### src/rtl/dmem_pkg.sv
// Shared types for the data memory decoder.
// Assumes nothing beyond the region set: three address regions, fixed order.
package dmem_pkg;
    typedef enum logic [1:0] {
        RGN_REGIO = 2'd0,
        RGN_ISRAM = 2'd1,
        RGN_EXT   = 2'd2
    } region_t;
endpackage

### src/rtl/dmem_region_dec.sv
// Region decoder: classifies a core address into register/I-O, internal
// SRAM or external space and raises the matching select for an active request.
// Assumes REGIO_SIZE + ISRAM_SIZE fits inside the address space.
module dmem_region_dec
    import dmem_pkg::*;
#(
    parameter int ADDR_W     = 16,
    parameter int REGIO_SIZE = 96,
    parameter int ISRAM_SIZE = 512
) (
    input  logic [ADDR_W-1:0] addr,
    input  logic              rd,
    input  logic              wr,
    input  logic              ext_en,
    output region_t           region,
    output logic              regio_sel,
    output logic              isram_sel,
    output logic              ext_req
);
    localparam logic [ADDR_W-1:0] ISRAM_BASE = ADDR_W'(REGIO_SIZE);
    localparam logic [ADDR_W-1:0] EXT_BASE   = ADDR_W'(REGIO_SIZE + ISRAM_SIZE);

    logic active;

    // Classify the address against the two fixed boundaries.
    always_comb begin
        if (addr < ISRAM_BASE)    region = RGN_REGIO;
        else if (addr < EXT_BASE) region = RGN_ISRAM;
        else                      region = RGN_EXT;
    end

    // Qualify the region with an active request and the external enable.
    always_comb begin
        active    = rd | wr;
        regio_sel = active && (region == RGN_REGIO);
        isram_sel = active && (region == RGN_ISRAM);
        ext_req   = active && (region == RGN_EXT) && ext_en;
    end
endmodule

### src/rtl/dmem_ext_ctrl.sv
// External bus sequencer: latches an external request, drives the bus with
// stable address/data, holds the strobe for 1 + wait-state cycles and stalls
// the core until the final cycle.
// Assumes the core holds its request steady while stall is high.
module dmem_ext_ctrl #(
    parameter int ADDR_W = 16,
    parameter int DATA_W = 8,
    parameter int WS_W   = 2
) (
    input  logic              clk,
    input  logic              rst_n,
    input  logic              req,
    input  logic [ADDR_W-1:0] addr,
    input  logic [DATA_W-1:0] wdata,
    input  logic              rd,
    input  logic              wr,
    input  logic [WS_W-1:0]   ws,
    output logic              stall,
    output logic              busy,
    output logic              done,
    output logic              rd_latched,
    output logic [ADDR_W-1:0] bus_addr,
    output logic [DATA_W-1:0] bus_wdata,
    output logic              bus_oe,
    output logic              bus_rd_n,
    output logic              bus_wr_n
);
    localparam int CNT_W     = WS_W + 1;
    localparam int MAX_EXTRA = 2 ** WS_W;
    localparam int RUN_W     = CNT_W + 1;

    logic [CNT_W-1:0]  cnt;
    logic [CNT_W-1:0]  extra;
    logic [ADDR_W-1:0] lat_addr;
    logic [DATA_W-1:0] lat_wdata;
    logic              lat_rd;
    logic              lat_wr;
    logic              start;

    // Extra cycles over an internal access: 1 with no wait state, else ws + 1.
    always_comb begin
        extra = (ws == '0) ? CNT_W'(1) : CNT_W'(ws) + CNT_W'(1);
        start = req && !busy;
        done  = busy && (cnt == '0);
        stall = start || (busy && (cnt != '0));
    end

    // Sequence state: idle -> busy for `extra` cycles -> idle.
    always_ff @(posedge clk) begin
        if (!rst_n) begin
            busy <= 1'b0;
            cnt  <= '0;
        end else if (start) begin
            busy <= 1'b1;
            cnt  <= extra - CNT_W'(1);
        end else if (busy) begin
            if (cnt == '0) busy <= 1'b0;
            else           cnt  <= cnt - CNT_W'(1);
        end
    end

    // Capture address, data and direction once so the bus stays stable.
    always_ff @(posedge clk) begin
        if (!rst_n) begin
            lat_addr  <= '0;
            lat_wdata <= '0;
            lat_rd    <= 1'b0;
            lat_wr    <= 1'b0;
        end else if (start) begin
            lat_addr  <= addr;
            lat_wdata <= wdata;
            lat_rd    <= rd;
            lat_wr    <= wr && !rd;
        end
    end

    // Drive the bus pins from registered state only (glitch-free strobes).
    always_comb begin
        bus_addr   = lat_addr;
        bus_wdata  = lat_wdata;
        bus_rd_n   = !(busy && lat_rd);
        bus_wr_n   = !(busy && lat_wr);
        bus_oe     = busy && lat_wr;
        rd_latched = lat_rd;
    end

    // Checker state: length of the current run of stall cycles.
    logic [RUN_W-1:0] stall_run;
    always_ff @(posedge clk) begin
        if (!rst_n)     stall_run <= '0;
        else if (stall) stall_run <= stall_run + RUN_W'(1);
        else            stall_run <= '0;
    end

    AST_STALL_BOUND: assert property (@(posedge clk) disable iff (!rst_n)
        stall_run <= RUN_W'(MAX_EXTRA));
    AST_BUS_STABLE: assert property (@(posedge clk) disable iff (!rst_n)
        (busy && $past(busy) && $past(rst_n)) |-> ($stable(bus_addr) && $stable(bus_wdata)));
endmodule

### src/rtl/dmem_decoder.sv
// Data memory decoder top: routes core data accesses to register/I-O,
// internal SRAM (single cycle) or an external SRAM bus with wait states,
// and muxes the read data back to the core.
// Assumes at most one of core_rd/core_wr is high and that the core holds
// its request while core_stall is high.
module dmem_decoder
    import dmem_pkg::*;
#(
    parameter int ADDR_W     = 16,
    parameter int DATA_W     = 8,
    parameter int WS_W       = 2,
    parameter int REGIO_SIZE = 96,
    parameter int ISRAM_SIZE = 512
) (
    input  logic              clk,
    input  logic              rst_n,
    input  logic [ADDR_W-1:0] core_addr,
    input  logic [DATA_W-1:0] core_wdata,
    input  logic              core_rd,
    input  logic              core_wr,
    output logic              core_stall,
    output logic [DATA_W-1:0] core_rdata,
    input  logic              ext_en,
    input  logic [WS_W-1:0]   wait_sel,
    output logic              regio_sel,
    output logic              isram_sel,
    input  logic [DATA_W-1:0] regio_rdata,
    input  logic [DATA_W-1:0] isram_rdata,
    output logic [ADDR_W-1:0] ext_addr,
    output logic [DATA_W-1:0] ext_dq_out,
    output logic              ext_dq_oe,
    input  logic [DATA_W-1:0] ext_dq_in,
    output logic              ext_rd_n,
    output logic              ext_wr_n
);
    region_t rgn;
    logic    ext_req;
    logic    ext_busy;
    logic    ext_done;
    logic    ext_rd_lat;

    dmem_region_dec #(
        .ADDR_W     (ADDR_W),
        .REGIO_SIZE (REGIO_SIZE),
        .ISRAM_SIZE (ISRAM_SIZE)
    ) u_dec (
        .addr      (core_addr),
        .rd        (core_rd),
        .wr        (core_wr),
        .ext_en    (ext_en),
        .region    (rgn),
        .regio_sel (regio_sel),
        .isram_sel (isram_sel),
        .ext_req   (ext_req)
    );

    dmem_ext_ctrl #(
        .ADDR_W (ADDR_W),
        .DATA_W (DATA_W),
        .WS_W   (WS_W)
    ) u_ext (
        .clk        (clk),
        .rst_n      (rst_n),
        .req        (ext_req),
        .addr       (core_addr),
        .wdata      (core_wdata),
        .rd         (core_rd),
        .wr         (core_wr),
        .ws         (wait_sel),
        .stall      (core_stall),
        .busy       (ext_busy),
        .done       (ext_done),
        .rd_latched (ext_rd_lat),
        .bus_addr   (ext_addr),
        .bus_wdata  (ext_dq_out),
        .bus_oe     (ext_dq_oe),
        .bus_rd_n   (ext_rd_n),
        .bus_wr_n   (ext_wr_n)
    );

    // Return read data from the region that serves this cycle's read.
    always_comb begin
        core_rdata = '0;
        if (ext_done && ext_rd_lat)        core_rdata = ext_dq_in;
        else if (core_rd && regio_sel)     core_rdata = regio_rdata;
        else if (core_rd && isram_sel)     core_rdata = isram_rdata;
    end

    AST_INT_NO_STROBE: assert property (@(posedge clk) disable iff (!rst_n)
        (regio_sel || isram_sel) |-> (ext_rd_n && ext_wr_n));
    AST_SEL_EXCL: assert property (@(posedge clk) disable iff (!rst_n)
        $onehot0({regio_sel, isram_sel, ext_req}));
    AST_DIS_IGNORED: assert property (@(posedge clk) disable iff (!rst_n)
        ((core_rd || core_wr) && (rgn == RGN_EXT) && !ext_en && !ext_busy)
        |-> (!core_stall && core_rdata == '0));
    AST_DIS_NO_STROBE: assert property (@(posedge clk) disable iff (!rst_n)
        ((core_rd || core_wr) && (rgn == RGN_EXT) && !ext_en && !ext_busy)
        |=> (ext_rd_n && ext_wr_n));
endmodule

### config.mk
export PLATFORM = sky130hd
export DESIGN_NAME = dmem_decoder
export DESIGN_NICKNAME = d
export VERILOG_FILES = /design/src/rtl/dmem_pkg.sv /design/src/rtl/dmem_region_dec.sv /design/src/rtl/dmem_ext_ctrl.sv /design/src/rtl/dmem_decoder.sv
export SDC_FILE = /design/constraint.sdc
export NUM_CORES = 1
export LEC_CHECK = 0
export BUFFER_PORTS_ARGS = -buffer_cell sky130_fd_sc_hd__clkbuf_2
export CORE_MARGIN = 1.5
export CORE_UTILIZATION = 40
export CTS_BUF_LIST = sky130_fd_sc_hd__clkbuf_8
export DETAILED_ROUTE_END_ITERATION = 10
export GPL_TIMING_DRIVEN = 0
export PLACE_DENSITY = 0.73
export SYNTH_ARGS = -nofsm -noshare
export SYNTH_HDL_FRONTEND = slang
export SYNTH_SLANG_ARGS = --single-unit
### constraint.sdc
create_clock -name clk -period 4.93 [get_ports clk]
set_input_delay 0.493 -clock clk [delete_from_list [all_inputs] [get_ports clk]]
set_output_delay 0.493 -clock clk [all_outputs]
set_load 0.02 [all_outputs]
==> run_results.csv <==
group,metric,value,unit
outcome,outcome,"complete, no violations",
route,ant_nets,0,
timing,rsz0062_at_grt,"no",
clock_network,hold_buffers,0,
timing,maxSlewViolCount,0,
floorplanning,core,4030,um^2
clock_network,cts_resized,0,
global_route,grt_pass1_wl,7490,um
setup_path,worstPathCellList,"clkbuf_2 > a211oi_2 > buf_4 > buf_2 > nand3_1 > o211ai_2 > o211a_1 > clkbuf_2",
timing,relSlewSlack,56.9,%
clock_network,clock_sinks,30,
timing,tns,0,ns
synth,ys_top_cells_by_count,"31 x nand3_1, 30 x dfxtp_1, 27 x a21oi_1, 21 x o21ai_0, 10 x mux2i_1",
worst_hold_path,hold_path.class,"input port to flop",
setup_path,crit_family,"buffers and inverters",
floorplanning,num_io_pins,93,
route,drt_iter0_drc,92,
worst_hold_path,hold_start,"core_addr[14]",
clock_network,cts_tree,"done",
synth,syn_avg_cell_area,8.40,um^2
route,drt-total-wl,4760,um
synth,synth_area_leaders,"dfxtp_1 36%, nand3_1 9.2%, a21oi_1 8.0%",
global_route,antenna_found_initial,0,
route,drc,0,
place,hpwl,3560,um
synth,synth_compound_area_share,29.8,%
synth,synth_top_family_by_area,"compound AO/OA/AOI/OAI gates",
route,viasPerCell,5.28,
global_route,grtUsageTotal,21.3,%
floorplanning,die_area,4620,um^2
timing,final_hold_viol_count,0,
global_route,grt_overflow,0,
setup_path,cp.arrival,1.98,ns
final_layout,syn2layout_area_growth,37.1,%
synth,ys.flop_type,"dfxtp_1",
floorplanning,die_height,68.0,um
clock_network,clk_pin_slew_worst_paths,0.07,ns
clock_network,cts_buffers,5,
synth,synth.top_cell.area_share,35.6,%
place,io_buffers,91,
timing,skew,0.00473,ns
clock_network,htreeDepth,2,
final_layout,nets,357,
synth,async_flop_share,0,%
setup_path,cp-start-kind,"input port",
synth,synth_cells,201,
power_and_ir_drop,power.leakage,1.14,nW
timing,fin_crit,2.48,ns
setup_path,cp_data_required_time,4.44,ns
synth,synthAdderAreaFrac,2.22,%
power_and_ir_drop,ir_drop,0.173,mV
synth,synth_area,1690,um^2
setup_path,path_buf_inv,4,
job,maxCapViolCount,0,
setup_path,critical_path.max_fanout,10,
setup_path,cp_common_cell,"clkbuf_2",
synth,syn_nets,259,
synth,synthDistinctLibCells,36,
route,wl_per_cell,13.6,um
synth,synth_edf_count,0,
setup_path,criticalPathCategory,"input port to primary output",
final_layout,nFillCells,391,
timing,min_period_over_period,50.3,%
route,vias,1849,
timing,max_freq,404,MHz
global_route,grt_pass1_vias,1652,
synth,synthXorXnorAreaFrac,1.56,%
synth,ys_seq_area_share,35.6,%
setup_path,critPathCaptureType,"primary output",
clock_network,cts_setup_buffers,0,
clock_network,clock-root-buffer,"clkbuf_8",
clock_network,clockBufferDepth,2,
final_layout,drive_gt1_share,41.0,%
synth,muxShareOfSynthArea,5.93,%
setup_path,crit_path_top_delay_cell,"a211oi_2",
final_layout,antennaDiodeCount,0,
floorplanning,die_x,68.0,um
floorplanning,initial_core_util,41.9,%
synth,synth.most_common_cell,"nand3_1",
timing,setup_viol,0,
setup_path,max_stage_delay,0.31,ns
synth,yosysTopAreaCell,"dfxtp_1",
clock_network,clk_latency,0.28,ns
setup_path,critPathLaunch,"core_addr[5]",
floorplanning,rows,23,
synth,yosys_warnings,0,
global_route,grt_max_degree,11,
setup_path,timing.rr.start,"u_ext.busy$_SDFF_PN0_",
synth,synth_simple_gate_area_share,17.8,%
power_and_ir_drop,power_density,284,nW/um^2
place,place_congestion,0.799,
timing,hold_ws,0.434,ns
synth,synth-seq-cells,30,
route,dr.pass1.iters,4,
timing,tightest_slew,0.644,ns
[final cells by class]
type	count	area, um^2	area share, %
sequential	30	601	25.9
tap	50	62.6	2.70
timing repair buffer	91	455	19.7
buffer	17	97.6	4.22
inverter	6	22.5	0.973
clock buffer	5	68.8	2.97
multi-input combinational	148	967	41.8
clock inverter	3	40.0	1.73
[final timing paths]
path                                                   endpoint  slack (ns)  depth (start not counted)
worst max register to register        u_ext.cnt[2]$_SDFFE_PN0P_        2.83                          9
worst min-delay path            u_ext.bus_addr[14]$_SDFFE_PN0N_        0.43                          3
worst min register to register   u_ext.bus_addr[2]$_SDFFE_PN0N_        0.48                          2
worst max-delay path                              core_rdata[5]        2.45                          8
[power breakdown]
group          switching (mW)  leakage [nW]  internal [mW]
sequential             0.0113         0.246          0.260
clock                  0.0950        0.0579          0.148
combinational          0.0831         0.835         0.0597
[cells by family after synthesis]
kind of cell               after synthesis
AOI/OAI and AO/OA                       78
muxes                                   10
buffers and inverters                   23
xor gates and xnor gates                 3
and+or+nand+nor                         54
adders and majority gates                3
DFF                                     30
[per-stage QoR]
step | area [um^2] | setup slack [ns] | power [mW] | utilization [%] | cells
finish | 2310 | 2.45 | 0.658 | 57.5 | 350
CTS | 2310 | 2.45 | 0.663 | 57.5 | 350
global route | 2310 | 2.34 | 0.691 | 57.5 | 350
floorplan | 1690 | 2.73 | 0.364 | - | 201
detailed placement | 2210 | 2.46 | 0.420 | 54.8 | 342
global placement | 2210 | 2.48 | 0.417 | 54.8 | 342
[cells in the final DEF (no fill, tap or decap), types with 2 or more instances in the layout]
cell type and n:
a211oi_1 2, a21oi_1 27, buf_2 8, buf_4 2
buf_6 2, clkbuf_1 3, clkbuf_2 92, clkbuf_8 5
clkinv_2 2, dfxtp_1 30, ha_1 3, inv_1 5
mux2i_1 10, nand2_1 7, nand2_2 2, nand2b_1 2
nand3_1 31, nor2_1 3, nor3_1 2, o211a_1 9
o211ai_1 7, o211ai_2 3, o21ai_0 21, o21ai_1 6
xnor2_1 2
[state kept, by name, summed over array words and instances (netlist names)]
register and flops:
u_ext.rd_latched 1, u_ext.lat_wr 1, u_ext.bus_wdata 8, u_ext.cnt 3, u_ext.bus_addr 16, u_ext.busy 1
[worst register-to-register path, cell delays in order, from the launching register on]
cell,delay (ns)
dfxtp_1,0.37
or3b_1,0.38
buf_2,0.18
nor2_2,0.25
mux2i_1,0.23
ha_1,0.23
inv_1,0.05
nor2_1,0.10
o211ai_1,0.09
o21ai_0,0.14
[routing by layer]
metal / vias up / wire, um / GRT usage, % / share of wire [%]
li1: 941 / - / - / -
met1: 838 / 2060 / 26.2 / 43
met2: 66 / 2360 / 35.6 / 49
met3: 4 / 296 / 6.25 / 6.2
met4: 0 / 44 / 6.75 / 0.92
met5: - / 0 / 0 / 0
Note: power is estimated with default switching activity, not from simulation.
